**config.mk**
```make
export PLATFORM = sky130hd
export DESIGN_NAME = gpio_xbar
export DESIGN_NICKNAME = d
export VERILOG_FILES = /design/src/rtl/gpio_xbar_pkg.sv /design/src/rtl/gpio_sel_bank.sv /design/src/rtl/gpio_pad_mux.sv /design/src/rtl/gpio_in_merge.sv /design/src/rtl/gpio_xbar.sv
export SDC_FILE = /design/constraint.sdc
export NUM_CORES = 1
export LEC_CHECK = 0
export BUFFER_PORTS_ARGS = -buffer_cell sky130_fd_sc_hd__buf_2
export CORE_MARGIN = 1
export CORE_UTILIZATION = 32
export CTS_CLUSTER_DIAMETER = 200
export DETAILED_ROUTE_END_ITERATION = 12
export GPL_ROUTABILITY_DRIVEN = 1
export PLACE_DENSITY_LB_ADDON = 0.12
export REMOVE_ABC_BUFFERS = 1
export SLEW_MARGIN = 20
export SYNTH_ARGS = -nofsm -noshare
export SYNTH_HDL_FRONTEND = slang
export SYNTH_HIERARCHICAL = 1
export SYNTH_SLANG_ARGS = --single-unit
```
**constraint.sdc**
```tcl
create_clock -name clk -period 4.55 [get_ports clk]
set_input_delay 0.2275 -clock clk [delete_from_list [all_inputs] [get_ports clk]]
set_output_delay 0.2275 -clock clk [all_outputs]
set_load 0.02 [all_outputs]
```
**src/rtl/gpio_xbar_pkg.sv**
```systemverilog
`timescale 1ns/1ps
package gpio_xbar_pkg;

  localparam int FW = 5;

  localparam logic [FW-1:0] FN_SPI  = 5'd1;
  localparam logic [FW-1:0] FN_UART = 5'd2;
  localparam logic [FW-1:0] FN_I2C  = 5'd3;
  localparam logic [FW-1:0] FN_PWM  = 5'd4;
  localparam logic [FW-1:0] FN_SIO  = 5'd5;
  localparam logic [FW-1:0] FN_PIO0 = 5'd6;
  localparam logic [FW-1:0] FN_PIO1 = 5'd7;
  localparam logic [FW-1:0] FN_CLK  = 5'd8;
  localparam logic [FW-1:0] FN_USB  = 5'd9;
  localparam logic [FW-1:0] FN_NULL = 5'd31;

  localparam int SPI_PORTS   = 2;
  localparam int SPI_ROLES   = 4;
  localparam int SPI_SLOTS   = SPI_PORTS * SPI_ROLES;
  localparam int UART_PORTS  = 2;
  localparam int UART_ROLES  = 4;
  localparam int UART_SLOTS  = UART_PORTS * UART_ROLES;
  localparam int I2C_PORTS   = 2;
  localparam int I2C_ROLES   = 2;
  localparam int I2C_SLOTS   = I2C_PORTS * I2C_ROLES;
  localparam int PWM_SLICES  = 8;
  localparam int PWM_CHANS   = 2;
  localparam int PWM_SLOTS   = PWM_SLICES * PWM_CHANS;
  localparam int CLK_IN_N    = 2;
  localparam int CLK_OUT_N   = 4;
  localparam int USB_KINDS   = 3;

  localparam int SPI_KW  = $clog2(SPI_SLOTS);
  localparam int UART_KW = $clog2(UART_SLOTS);
  localparam int I2C_KW  = $clog2(I2C_SLOTS);
  localparam int PWM_KW  = $clog2(PWM_SLOTS);
  localparam int SLC_KW  = $clog2(PWM_SLICES);
  localparam int CLKO_KW = $clog2(CLK_OUT_N);
  localparam int CLKI_KW = $clog2(CLK_IN_N);

  // Role/slot arithmetic shared by the output mux and the input merge.
  function automatic logic [SPI_KW-1:0] spi_slot(int n);
    return SPI_KW'(((n >> 3) & 1) * SPI_ROLES + (n % SPI_ROLES));
  endfunction

  function automatic logic [UART_KW-1:0] uart_slot(int n);
    return UART_KW'((((n + 4) >> 3) & 1) * UART_ROLES + (n % UART_ROLES));
  endfunction

  function automatic logic [I2C_KW-1:0] i2c_slot(int n);
    return I2C_KW'(((n >> 1) & 1) * I2C_ROLES + (n % I2C_ROLES));
  endfunction

  function automatic logic [PWM_KW-1:0] pwm_slot(int n);
    return PWM_KW'(((n >> 1) % PWM_SLICES) * PWM_CHANS + (n % PWM_CHANS));
  endfunction

  function automatic logic [SLC_KW-1:0] pwm_slice(int n);
    return SLC_KW'((n >> 1) % PWM_SLICES);
  endfunction

  function automatic logic clk_is_out(int n);
    return (n == 21) || (n == 23) || (n == 24) || (n == 25);
  endfunction

  function automatic logic clk_is_in(int n);
    return (n == 20) || (n == 22);
  endfunction

  function automatic logic [CLKO_KW-1:0] clk_out_idx(int n);
    return (n >= 23 && n <= 25) ? CLKO_KW'(n - 22) : '0;
  endfunction

  function automatic logic [CLKI_KW-1:0] clk_in_idx(int n);
    return CLKI_KW'(n == 22);
  endfunction

  function automatic logic fn_valid(logic [FW-1:0] code, int n);
    case (code)
      FN_SPI, FN_UART, FN_I2C, FN_PWM, FN_SIO, FN_PIO0, FN_PIO1, FN_USB: return 1'b1;
      FN_CLK:  return (n >= 20) && (n <= 25);
      default: return 1'b0;
    endcase
  endfunction

endpackage

```
**src/rtl/gpio_sel_bank.sv**
```systemverilog
`timescale 1ns/1ps
module gpio_sel_bank
  import gpio_xbar_pkg::*;
#(
  parameter int NPADS = 30,
  localparam int AW = $clog2(NPADS)
) (
  input  logic          clk,
  input  logic          rst_n,
  input  logic          wr_en,
  input  logic [AW-1:0] wr_addr,
  input  logic [FW-1:0] wr_data,
  output logic [FW-1:0] sel_q [NPADS]
);

  logic [NPADS-1:0] sel_we;
  logic [FW-1:0]    sel_d [NPADS];

  for (genvar p = 0; p < NPADS; p++) begin : g_pad
    // per-pad clock enable; addresses >= NPADS decode to no pad
    always_comb begin
      sel_we[p] = wr_en && (wr_addr == AW'(p));
      sel_d[p]  = sel_we[p] ? wr_data : sel_q[p];
    end

    always_ff @(posedge clk or negedge rst_n) begin
      if (!rst_n)         sel_q[p] <= FN_NULL;
      else if (sel_we[p]) sel_q[p] <= sel_d[p];
    end

    // an addressed write lands on the next edge
    a_r2_write_lands: assert property (@(posedge clk) disable iff (!rst_n)
      (wr_en && (int'(wr_addr) == p)) |=> (sel_q[p] == $past(wr_data)));

    // no write to this pad leaves its code untouched
    a_r2_other_hold: assert property (@(posedge clk) disable iff (!rst_n)
      (!wr_en || (int'(wr_addr) != p)) |=> $stable(sel_q[p]));
  end

endmodule

```
**src/rtl/gpio_pad_mux.sv**
```systemverilog
`timescale 1ns/1ps
module gpio_pad_mux
  import gpio_xbar_pkg::*;
#(
  parameter int PAD = 0
) (
  input  logic [FW-1:0] sel,
  input  logic          spi_o,
  input  logic          spi_e,
  input  logic          uart_o,
  input  logic          uart_e,
  input  logic          i2c_o,
  input  logic          i2c_e,
  input  logic          pwm_o,
  input  logic          pwm_e,
  input  logic          sio_o,
  input  logic          sio_e,
  input  logic          pio0_o,
  input  logic          pio0_e,
  input  logic          pio1_o,
  input  logic          pio1_e,
  input  logic          clk_o,
  input  logic          usb_o,
  output logic          pad_out,
  output logic          pad_oe
);

  localparam logic IS_CLK_OUT = clk_is_out(PAD);
  localparam logic IS_USB_EN  = (PAD % USB_KINDS) == 2;

  always_comb begin
    pad_out = 1'b0;
    pad_oe  = 1'b0;
    case (sel)
      FN_SPI:  begin pad_out = spi_o;  pad_oe = spi_e;  end
      FN_UART: begin pad_out = uart_o; pad_oe = uart_e; end
      FN_I2C:  begin pad_out = i2c_o;  pad_oe = i2c_e;  end
      FN_PWM:  begin pad_out = pwm_o;  pad_oe = pwm_e;  end
      FN_SIO:  begin pad_out = sio_o;  pad_oe = sio_e;  end
      FN_PIO0: begin pad_out = pio0_o; pad_oe = pio0_e; end
      FN_PIO1: begin pad_out = pio1_o; pad_oe = pio1_e; end
      FN_CLK: begin
        if (IS_CLK_OUT) begin
          pad_out = clk_o;
          pad_oe  = 1'b1;
        end
      end
      FN_USB: begin
        if (IS_USB_EN) begin
          pad_out = usb_o;
          pad_oe  = 1'b1;
        end
      end
      default: ;
    endcase
  end

endmodule

```
**src/rtl/gpio_in_merge.sv**
```systemverilog
`timescale 1ns/1ps
module gpio_in_merge
  import gpio_xbar_pkg::*;
#(
  parameter int NPADS = 30
) (
  input  logic [FW-1:0]         sel [NPADS],
  input  logic [NPADS-1:0]      pad_in,
  output logic [SPI_SLOTS-1:0]  spi_in,
  output logic [UART_SLOTS-1:0] uart_in,
  output logic [I2C_SLOTS-1:0]  i2c_in,
  output logic [PWM_SLICES-1:0] pwm_b_in,
  output logic [CLK_IN_N-1:0]   clk_gpin,
  output logic                  usb_vbus_det,
  output logic                  usb_ovcur_det
);

  // OR network: every pad selecting a peripheral input contributes to it
  always_comb begin
    spi_in        = '0;
    uart_in       = '0;
    i2c_in        = '0;
    pwm_b_in      = '0;
    clk_gpin      = '0;
    usb_vbus_det  = 1'b0;
    usb_ovcur_det = 1'b0;
    for (int p = 0; p < NPADS; p++) begin
      case (sel[p])
        FN_SPI:  spi_in[spi_slot(p)]   = spi_in[spi_slot(p)]   | pad_in[p];
        FN_UART: uart_in[uart_slot(p)] = uart_in[uart_slot(p)] | pad_in[p];
        FN_I2C:  i2c_in[i2c_slot(p)]   = i2c_in[i2c_slot(p)]   | pad_in[p];
        FN_PWM: begin
          if ((p % PWM_CHANS) == 1)
            pwm_b_in[pwm_slice(p)] = pwm_b_in[pwm_slice(p)] | pad_in[p];
        end
        FN_CLK: begin
          if (clk_is_in(p))
            clk_gpin[clk_in_idx(p)] = clk_gpin[clk_in_idx(p)] | pad_in[p];
        end
        FN_USB: begin
          if ((p % USB_KINDS) == 1)      usb_vbus_det  = usb_vbus_det  | pad_in[p];
          else if ((p % USB_KINDS) == 0) usb_ovcur_det = usb_ovcur_det | pad_in[p];
        end
        default: ;
      endcase
    end
  end

endmodule

```
**src/rtl/gpio_xbar.sv**
```systemverilog
`timescale 1ns/1ps
module gpio_xbar
  import gpio_xbar_pkg::*;
#(
  parameter int NPADS = 30,
  localparam int AW = $clog2(NPADS)
) (
  input  logic                  clk,
  input  logic                  rst_n,
  input  logic                  wr_en,
  input  logic [AW-1:0]         wr_addr,
  input  logic [FW-1:0]         wr_data,
  input  logic [NPADS-1:0]      pad_in,
  output logic [NPADS-1:0]      pad_out,
  output logic [NPADS-1:0]      pad_oe,
  input  logic [SPI_SLOTS-1:0]  spi_out,
  input  logic [SPI_SLOTS-1:0]  spi_oe,
  output logic [SPI_SLOTS-1:0]  spi_in,
  input  logic [UART_SLOTS-1:0] uart_out,
  input  logic [UART_SLOTS-1:0] uart_oe,
  output logic [UART_SLOTS-1:0] uart_in,
  input  logic [I2C_SLOTS-1:0]  i2c_out,
  input  logic [I2C_SLOTS-1:0]  i2c_oe,
  output logic [I2C_SLOTS-1:0]  i2c_in,
  input  logic [PWM_SLOTS-1:0]  pwm_out,
  input  logic [PWM_SLOTS-1:0]  pwm_oe,
  output logic [PWM_SLICES-1:0] pwm_b_in,
  input  logic [NPADS-1:0]      sio_out,
  input  logic [NPADS-1:0]      sio_oe,
  output logic [NPADS-1:0]      sio_in,
  input  logic [NPADS-1:0]      pio0_out,
  input  logic [NPADS-1:0]      pio0_oe,
  input  logic [NPADS-1:0]      pio1_out,
  input  logic [NPADS-1:0]      pio1_oe,
  output logic [NPADS-1:0]      pio_in,
  input  logic [CLK_OUT_N-1:0]  clk_gpout,
  output logic [CLK_IN_N-1:0]   clk_gpin,
  input  logic                  usb_vbus_en,
  output logic                  usb_vbus_det,
  output logic                  usb_ovcur_det
);

  // reset: asserted asynchronously, released on the clock
  logic rst_meta_n, rst_sync_n;
  always_ff @(posedge clk or negedge rst_n) begin
    if (!rst_n) begin
      rst_meta_n <= 1'b0;
      rst_sync_n <= 1'b0;
    end else begin
      rst_meta_n <= 1'b1;
      rst_sync_n <= rst_meta_n;
    end
  end

  logic [FW-1:0] sel_q [NPADS];

  gpio_sel_bank #(.NPADS(NPADS)) u_sel (
    .clk     (clk),
    .rst_n   (rst_sync_n),
    .wr_en   (wr_en),
    .wr_addr (wr_addr),
    .wr_data (wr_data),
    .sel_q   (sel_q)
  );

  for (genvar p = 0; p < NPADS; p++) begin : g_pad
    localparam logic [SPI_KW-1:0]  SPI_K  = spi_slot(p);
    localparam logic [UART_KW-1:0] UART_K = uart_slot(p);
    localparam logic [I2C_KW-1:0]  I2C_K  = i2c_slot(p);
    localparam logic [PWM_KW-1:0]  PWM_K  = pwm_slot(p);
    localparam logic [CLKO_KW-1:0] CLK_K  = clk_out_idx(p);

    gpio_pad_mux #(.PAD(p)) u_mux (
      .sel     (sel_q[p]),
      .spi_o   (spi_out[SPI_K]),
      .spi_e   (spi_oe[SPI_K]),
      .uart_o  (uart_out[UART_K]),
      .uart_e  (uart_oe[UART_K]),
      .i2c_o   (i2c_out[I2C_K]),
      .i2c_e   (i2c_oe[I2C_K]),
      .pwm_o   (pwm_out[PWM_K]),
      .pwm_e   (pwm_oe[PWM_K]),
      .sio_o   (sio_out[p]),
      .sio_e   (sio_oe[p]),
      .pio0_o  (pio0_out[p]),
      .pio0_e  (pio0_oe[p]),
      .pio1_o  (pio1_out[p]),
      .pio1_e  (pio1_oe[p]),
      .clk_o   (clk_gpout[CLK_K]),
      .usb_o   (usb_vbus_en),
      .pad_out (pad_out[p]),
      .pad_oe  (pad_oe[p])
    );

    // a pad is only enabled under a code valid for it
    a_r13_oe_needs_valid: assert property (@(posedge clk) disable iff (!rst_sync_n)
      pad_oe[p] |-> fn_valid(sel_q[p], p));

    // software I/O reaches a pad only through its own enable
    a_r4_sio_gate: assert property (@(posedge clk) disable iff (!rst_sync_n)
      (pad_oe[p] && (sel_q[p] == FN_SIO)) |-> sio_oe[p]);

    // programmable-I/O blocks drive only through their own enables
    a_r5_pio_gate: assert property (@(posedge clk) disable iff (!rst_sync_n)
      (pad_oe[p] && (sel_q[p] == FN_PIO0 || sel_q[p] == FN_PIO1)) |->
      ((sel_q[p] == FN_PIO0) ? pio0_oe[p] : pio1_oe[p]));
  end

  gpio_in_merge #(.NPADS(NPADS)) u_merge (
    .sel           (sel_q),
    .pad_in        (pad_in),
    .spi_in        (spi_in),
    .uart_in       (uart_in),
    .i2c_in        (i2c_in),
    .pwm_b_in      (pwm_b_in),
    .clk_gpin      (clk_gpin),
    .usb_vbus_det  (usb_vbus_det),
    .usb_ovcur_det (usb_ovcur_det)
  );

  // software and programmable I/O observe every pad unconditionally
  assign sio_in = pad_in;
  assign pio_in = pad_in;

  // quiet pads can never raise a peripheral input
  a_r12_quiet_inputs: assert property (@(posedge clk) disable iff (!rst_sync_n)
    (pad_in == '0) |-> ((spi_in == '0) && (uart_in == '0) && (i2c_in == '0) &&
                        (pwm_b_in == '0) && (clk_gpin == '0) &&
                        !usb_vbus_det && !usb_ovcur_det));

endmodule

```
**Word-level counts from Yosys, hierarchy flattened**

Index checks and enable logic that the tools add are counted.

- Register bits after elaboration: 152
- Input bits: 300

- Equality and inequality tests: 275
- Muxes and demuxes: 187
- Bitwise operators: 95
- Reduce and logical (&&, ||, !) cells: 32

Operators by type and width:

| operator | number |
|---|---|
| $eq 5x3->1 const B | 124 |
| $eq 5x2->1 const B | 62 |
| $pmux 1 s7 | 34 |
| $eq 5x4->1 const B | 44 |
| $pmux 1 s8 | 25 |
| $eq 5x1->1 const B | 31 |
| $mux 1 | 127 |
| $or 1x1->1 | 95 |
| $eq 5x5->1 const B | 14 |
| $logic_and 1x1->1 | 30 |
| $pmux 1 s9 | 1 |
| $logic_not 5->1 | 1 |
| $reduce_or 2->1 | 1 |

**Logic depth before layout (Yosys ltp)**

- Word-level depth: 20
- Mapped depth: 5

**Modules after synthesis**

Netlist, hierarchy kept.

By module, submodules not included:

| module | times used | cells an instance | area each (um^2) | sequential area each (um^2) |
|---|---|---|---|---|
| gpio_sel_bank | 1 | 364 | 6007.0 | 3941.3 |
| gpio_pad_mux (g_pad[0].u_mux ...) | 17 | 19 | 141.4 | 0.0 |
| gpio_pad_mux (g_pad[11].u_mux ...) | 9 | 29 | 210.2 | 0.0 |
| gpio_in_merge | 1 | 242 | 1642.8 | 0.0 |
| gpio_pad_mux (g_pad[21].u_mux ...) | 3 | 22 | 205.2 | 0.0 |
| gpio_xbar | 1 | 63 | 504.2 | 50.0 |
| gpio_pad_mux (g_pad[23].u_mux) | 1 | 22 | 186.4 | 0.0 |

**Least setup slack after synthesis**

No wires, ideal clock.

- Path type: register to output
- Start point: register u_sel/sel_q[126] (netlist bit)
- End point: output port usb_vbus_det
- Data arrival time: 1.613 ns
- Data required time: 4.323 ns
- Path slack: 2.710 ns
- Cell stages (with the launch flop): 5
- Cell sequence: dfstp_2 > and2b_1 > a32oi_1 > nand4_1 > or4_1

- Cells in the longest elaborated chain, start to end: 18

RTL lines:

| what | RTL line | source |
|---|---|---|
| from (decl) | gpio_sel_bank.sv:13 | `output logic [FW-1:0] sel_q [NPADS]` |
| from (signal, indexed assignment) | gpio_sel_bank.sv:28 | `else if (sel_we[p]) sel_q[p] <= sel_d[p];` |
| $eq 5x4->1 (*) | gpio_in_merge.sv:28 | `case (sel[p])` |
| $mux 1 (*) | gpio_in_merge.sv:28 |  |
| $or 1x1->1 | gpio_in_merge.sv:41 | `if ((p % USB_KINDS) == 1) usb_vbus_det = usb_vbus_det \| pad_in[p];` |
| $mux 1 (*) | gpio_in_merge.sv:28 |  |
| $or 1x1->1 | gpio_in_merge.sv:41 |  |
| $mux 1 (*) | gpio_in_merge.sv:28 |  |
| $or 1x1->1 | gpio_in_merge.sv:41 |  |
| $mux 1 (*) | gpio_in_merge.sv:28 |  |
| [... 2 more ...] | - |  |
| $or 1x1->1 | gpio_in_merge.sv:41 |  |
| $mux 1 (*) | gpio_in_merge.sv:28 |  |
| $or 1x1->1 | gpio_in_merge.sv:41 |  |
| $mux 1 (*) | gpio_in_merge.sv:28 |  |
| $or 1x1->1 | gpio_in_merge.sv:41 |  |
| $mux 1 (*) | gpio_in_merge.sv:28 |  |
| $or 1x1->1 | gpio_in_merge.sv:41 |  |
| $mux 1 (*) | gpio_in_merge.sv:28 |  |
| to (decl) | gpio_xbar.sv:39 | `output logic usb_vbus_det,` |

Every way passes the cells marked *; elsewhere a longest branch is shown, timed or not.

**Final worst setup path**

- Start point: register u_sel/sel_q[142] (netlist bit)
- End point: output port usb_vbus_det

- Cells in the longest elaborated chain, start to end: 20

RTL lines:

| what | RTL line |
|---|---|
| $eq 5x4->1 (*) | gpio_in_merge.sv:28 |
| $mux 1 (*) | gpio_in_merge.sv:28 |
| $or 1x1->1 | gpio_in_merge.sv:41 |
| $mux 1 (*) | gpio_in_merge.sv:28 |
| $or 1x1->1 | gpio_in_merge.sv:41 |
| $mux 1 (*) | gpio_in_merge.sv:28 |
| $or 1x1->1 | gpio_in_merge.sv:41 |
| $mux 1 (*) | gpio_in_merge.sv:28 |
| [... 4 more ...] | - |
| $or 1x1->1 | gpio_in_merge.sv:41 |
| $mux 1 (*) | gpio_in_merge.sv:28 |
| $or 1x1->1 | gpio_in_merge.sv:41 |
| $mux 1 (*) | gpio_in_merge.sv:28 |
| $or 1x1->1 | gpio_in_merge.sv:41 |
| $mux 1 (*) | gpio_in_merge.sv:28 |
| $or 1x1->1 | gpio_in_merge.sv:41 |
| $mux 1 (*) | gpio_in_merge.sv:28 |

Marks and branches as above.

==> results by group <==
Synth
  • Largest family of logic cells by synthesized area: multiplexers
  • Cell area after synthesis: 13300 um2
  • Simple-gate share of the synthesized area: 20.8%
  • Post-synth EDFFs: 0
  • Avg Synthesized Cell Area: 9.88 um2
  • Synth Area in XOR/XNOR: 0%
  • Register area share after synthesis: 30.1%
  • Compound-cell area share of the yosys netlist: 13.8%
  • YS warnings: 6
  • Main synth FF type: dfstp_2
  • Post-Synthesis Cells: 1341
  • Synth cell types: 74
  • Multiplexer share of the synthesized area: 26.0%
  • #FFs+latches synth: 152
  • Synth async-reset ratio: 100%
  • Synth Area in Adders: 0%

Finish
  • Area growth, synth to finish: 19.4%
  • Register area: 4000 um2
  • Most frequent cells in the layout: 451 x buf_2, 156 x mux2_2, 150 x dfstp_2
  • Commonest non-fill, non-tap cell in the layout: buf_2
  • Multi-input gate area: 8030 um2
  • Layout cells sized above 1: 51.9%
  • Filler cells: 4206
  • Final net count: 1986

STA
  • Min Tclk post-route: 2.63 ns
  • Worst slew margin: 25.0%
  • Final setup fails: 0
  • Setup repair after global routing missed its margin: no
  • Tightest Pin Transition: 1.12 ns
  • Fin. Hold Viols: 0
  • Skew final: 0.0118 ns
  • Final Slew Violations: 0
  • Fin crit share: 57.9%
  • Post-Route Setup TNS: 0 ns
  • Worst hold slack: 0.0985 ns
  • Fmax: 0.380 GHz

Clock network
  • Sink Count: 152
  • TritonCTS Buffers: 17
  • Clock latency on the worst-skew pair: 0.43 ns
  • H-tree depth: 4
  • Clock transition at path regs: 0.07 ns
  • Clock buffer depth: 2
  • Clock root cell: clkbuf_16
  • CTS tree: built

Routing
  • Antenna-violating nets left: 0
  • Total Wirelength: 47800 um
  • Vias per Instance: 5.39
  • DRC errors left: 0
  • Wire per inst: 21.4 um
  • Iteration count of the initial detailed-routing pass: 5
  • Iter 0 DRT Violations: 645
  • Vias: 12000

Placement
  • Final Wtd Congestion: 0.860
  • Port bufs: 451
  • DP HPWL: 35600 um

Hold path
  • Worst hold path class: in2async

Worst setup path
  • Setup CP Type: reg2out
  • Req. time, crit path: 4.32 ns
  • Slowest stage delay, CP: 0.63 ns
  • Crit path cell chain: and4bb_1 -> a32oi_1 -> nand4_1 -> or4_1 -> buf_2
  • WP buf/inv: 1
  • WP data arrival: 2.41 ns
  • Worst-path fanout max: 10
  • Critical path capture point type: primary output
  • Top delay family on crit path: simple AND/OR/NAND/NOR gates
  • Startpoint types: register
  • CP max stage cell: dfstp_2

GRT
  • All-Layer GR Usage: 22.3%
  • Vias in the first global route: 11600
  • Largest net degree at the start of global routing: 80
  • Initial antenna violation count: 5
  • Global route overflow: 0
  • First-pass GRT wire length: 70700 um

Pwr
  • Power Dens Cells: 400 nW/um2
  • Leak: 6.61 nW
  • Worst vdd ir: 0.245 mV

Floorplanning
  • Initial Util: 32.5%
  • Die width: 205 um
  • Area of the die: 42200 um2
  • FP Rows: 74
  • Die Y: 205 um
  • Core Region: 40800 um2
  • I/O Pins: 452

Status
  • Status: finished, final reports clean

Run
  • MaxCap Viol Count: 0
==> cells in the mapped netlist (9+ instances only) <==
cell / number / area [um2]
a21o_1: 9 / 67.6
o31a_1: 17 / 149
nor2b_1: 37 / 231
nor4b_1: 13 / 114
buf_6: 30 / 338
nor3_1: 41 / 205
mux4_2: 18 / 405
o21ai_1: 34 / 170
nor2_1: 42 / 158
nand3b_1: 40 / 300
mux2_4: 13 / 195
nor3_2: 10 / 100
nand4_1: 10 / 62.6
mux2_2: 156 / 1760
nand2_1: 80 / 300
a22oi_1: 10 / 75.1
nand3_1: 43 / 215
a31oi_1: 29 / 181
o211ai_1: 14 / 105
nor3b_2: 9 / 113
nor3b_1: 24 / 180
inv_1: 60 / 225
nand4b_1: 15 / 131
clkbuf_1: 15 / 56.3
nand2b_1: 14 / 87.6
o21ai_0: 26 / 130
a21oi_1: 75 / 375
mux2i_1: 96 / 961
buf_4: 78 / 586
o32ai_2: 9 / 146
dfstp_2: 150 / 3940
or2_2: 12 / 75.1
nor4bb_1: 12 / 120
==> final timing paths <==
path                             startpoint        endpoint  slack (ns)  cells after the start
setup / recovery           u_sel/sel_q[142]    usb_vbus_det        1.92                      5
hold / removal                        rst_n      rst_sync_n         0.1                      2
hold reg to reg                  rst_meta_n      rst_sync_n        0.36                      0
setup reg to reg                 rst_sync_n  u_sel/sel_q[9]        3.54                      1
max in group asynchronous        rst_sync_n  u_sel/sel_q[9]        3.54                      1
min in group clk                 rst_meta_n      rst_sync_n        0.36                      0
==> layout make-up <==
type	instances	share of cell area, %
well taps	532	4.21
inverters	60	1.42
repair buffers	454	14.6
multi-input cells	1001	50.7
clock buffers	19	2.74
diodes	3	0.0474
flip-flops and latches	152	25.2
clock inverters	12	0.972
==> report_power, final <==
| part | switching (mW) | internal (mW) |
|---|---|---|
| sequential | 0.692 | 1.83 |
| combinational | 1.19 | 1.15 |
| clock | 0.604 | 0.860 |
| total | 2.48 | 3.84 |
==> state kept, by name, summed over array words and instances, names as in the netlist <==
register and cells:
u_sel/sel_q 150, rst_sync_n 1, rst_meta_n 1
==> what timing repair did <==
action                                 4_1_cts  5_1_grt
hold buffers                                 1        0
setup buffers                                0        0
gates resized for setup                      0        0
endpoints found under the hold margin        2        0
==> metrics by stage <==
stage,setup WS (ns),cell area (um2),power [mW],instances,utilization [%]
5_1_grt,1.74,15800,6.71,2232,38.8
3_3_place_gp,2.27,15200,4.84,2197,37.2
3_5_place_dp,2.29,15200,4.88,2197,37.2
4_1_cts,1.81,15800,6.39,2229,38.7
2_1_floorplan,1.36,12200,3.91,1213,-
6_report,1.92,15800,6.32,2233,38.8
==> kinds of logic (layout without fill, tap and decap cells) <==
kind of cell	after synthesis	in the layout
mux	290	290
buf+inv	188	545
simple gates	445	445
other cells	1	4
flops	152	152
compound gates	265	265
==> metal layers <==
| layer | routed length (um) | global-route usage (%) | vias to the layer above |
|---|---|---|---|
| met3 | 2180 | 3.22 | 52 |
| li1 | - | - | 5667 |
| met2 | 23000 | 36.9 | 377 |
| met1 | 21800 | 30.1 | 5926 |
| met5 | 22 | 0 | - |
| met4 | 808 | 5.79 | 4 |
Note: power is estimated with default switching activity, not from simulation.
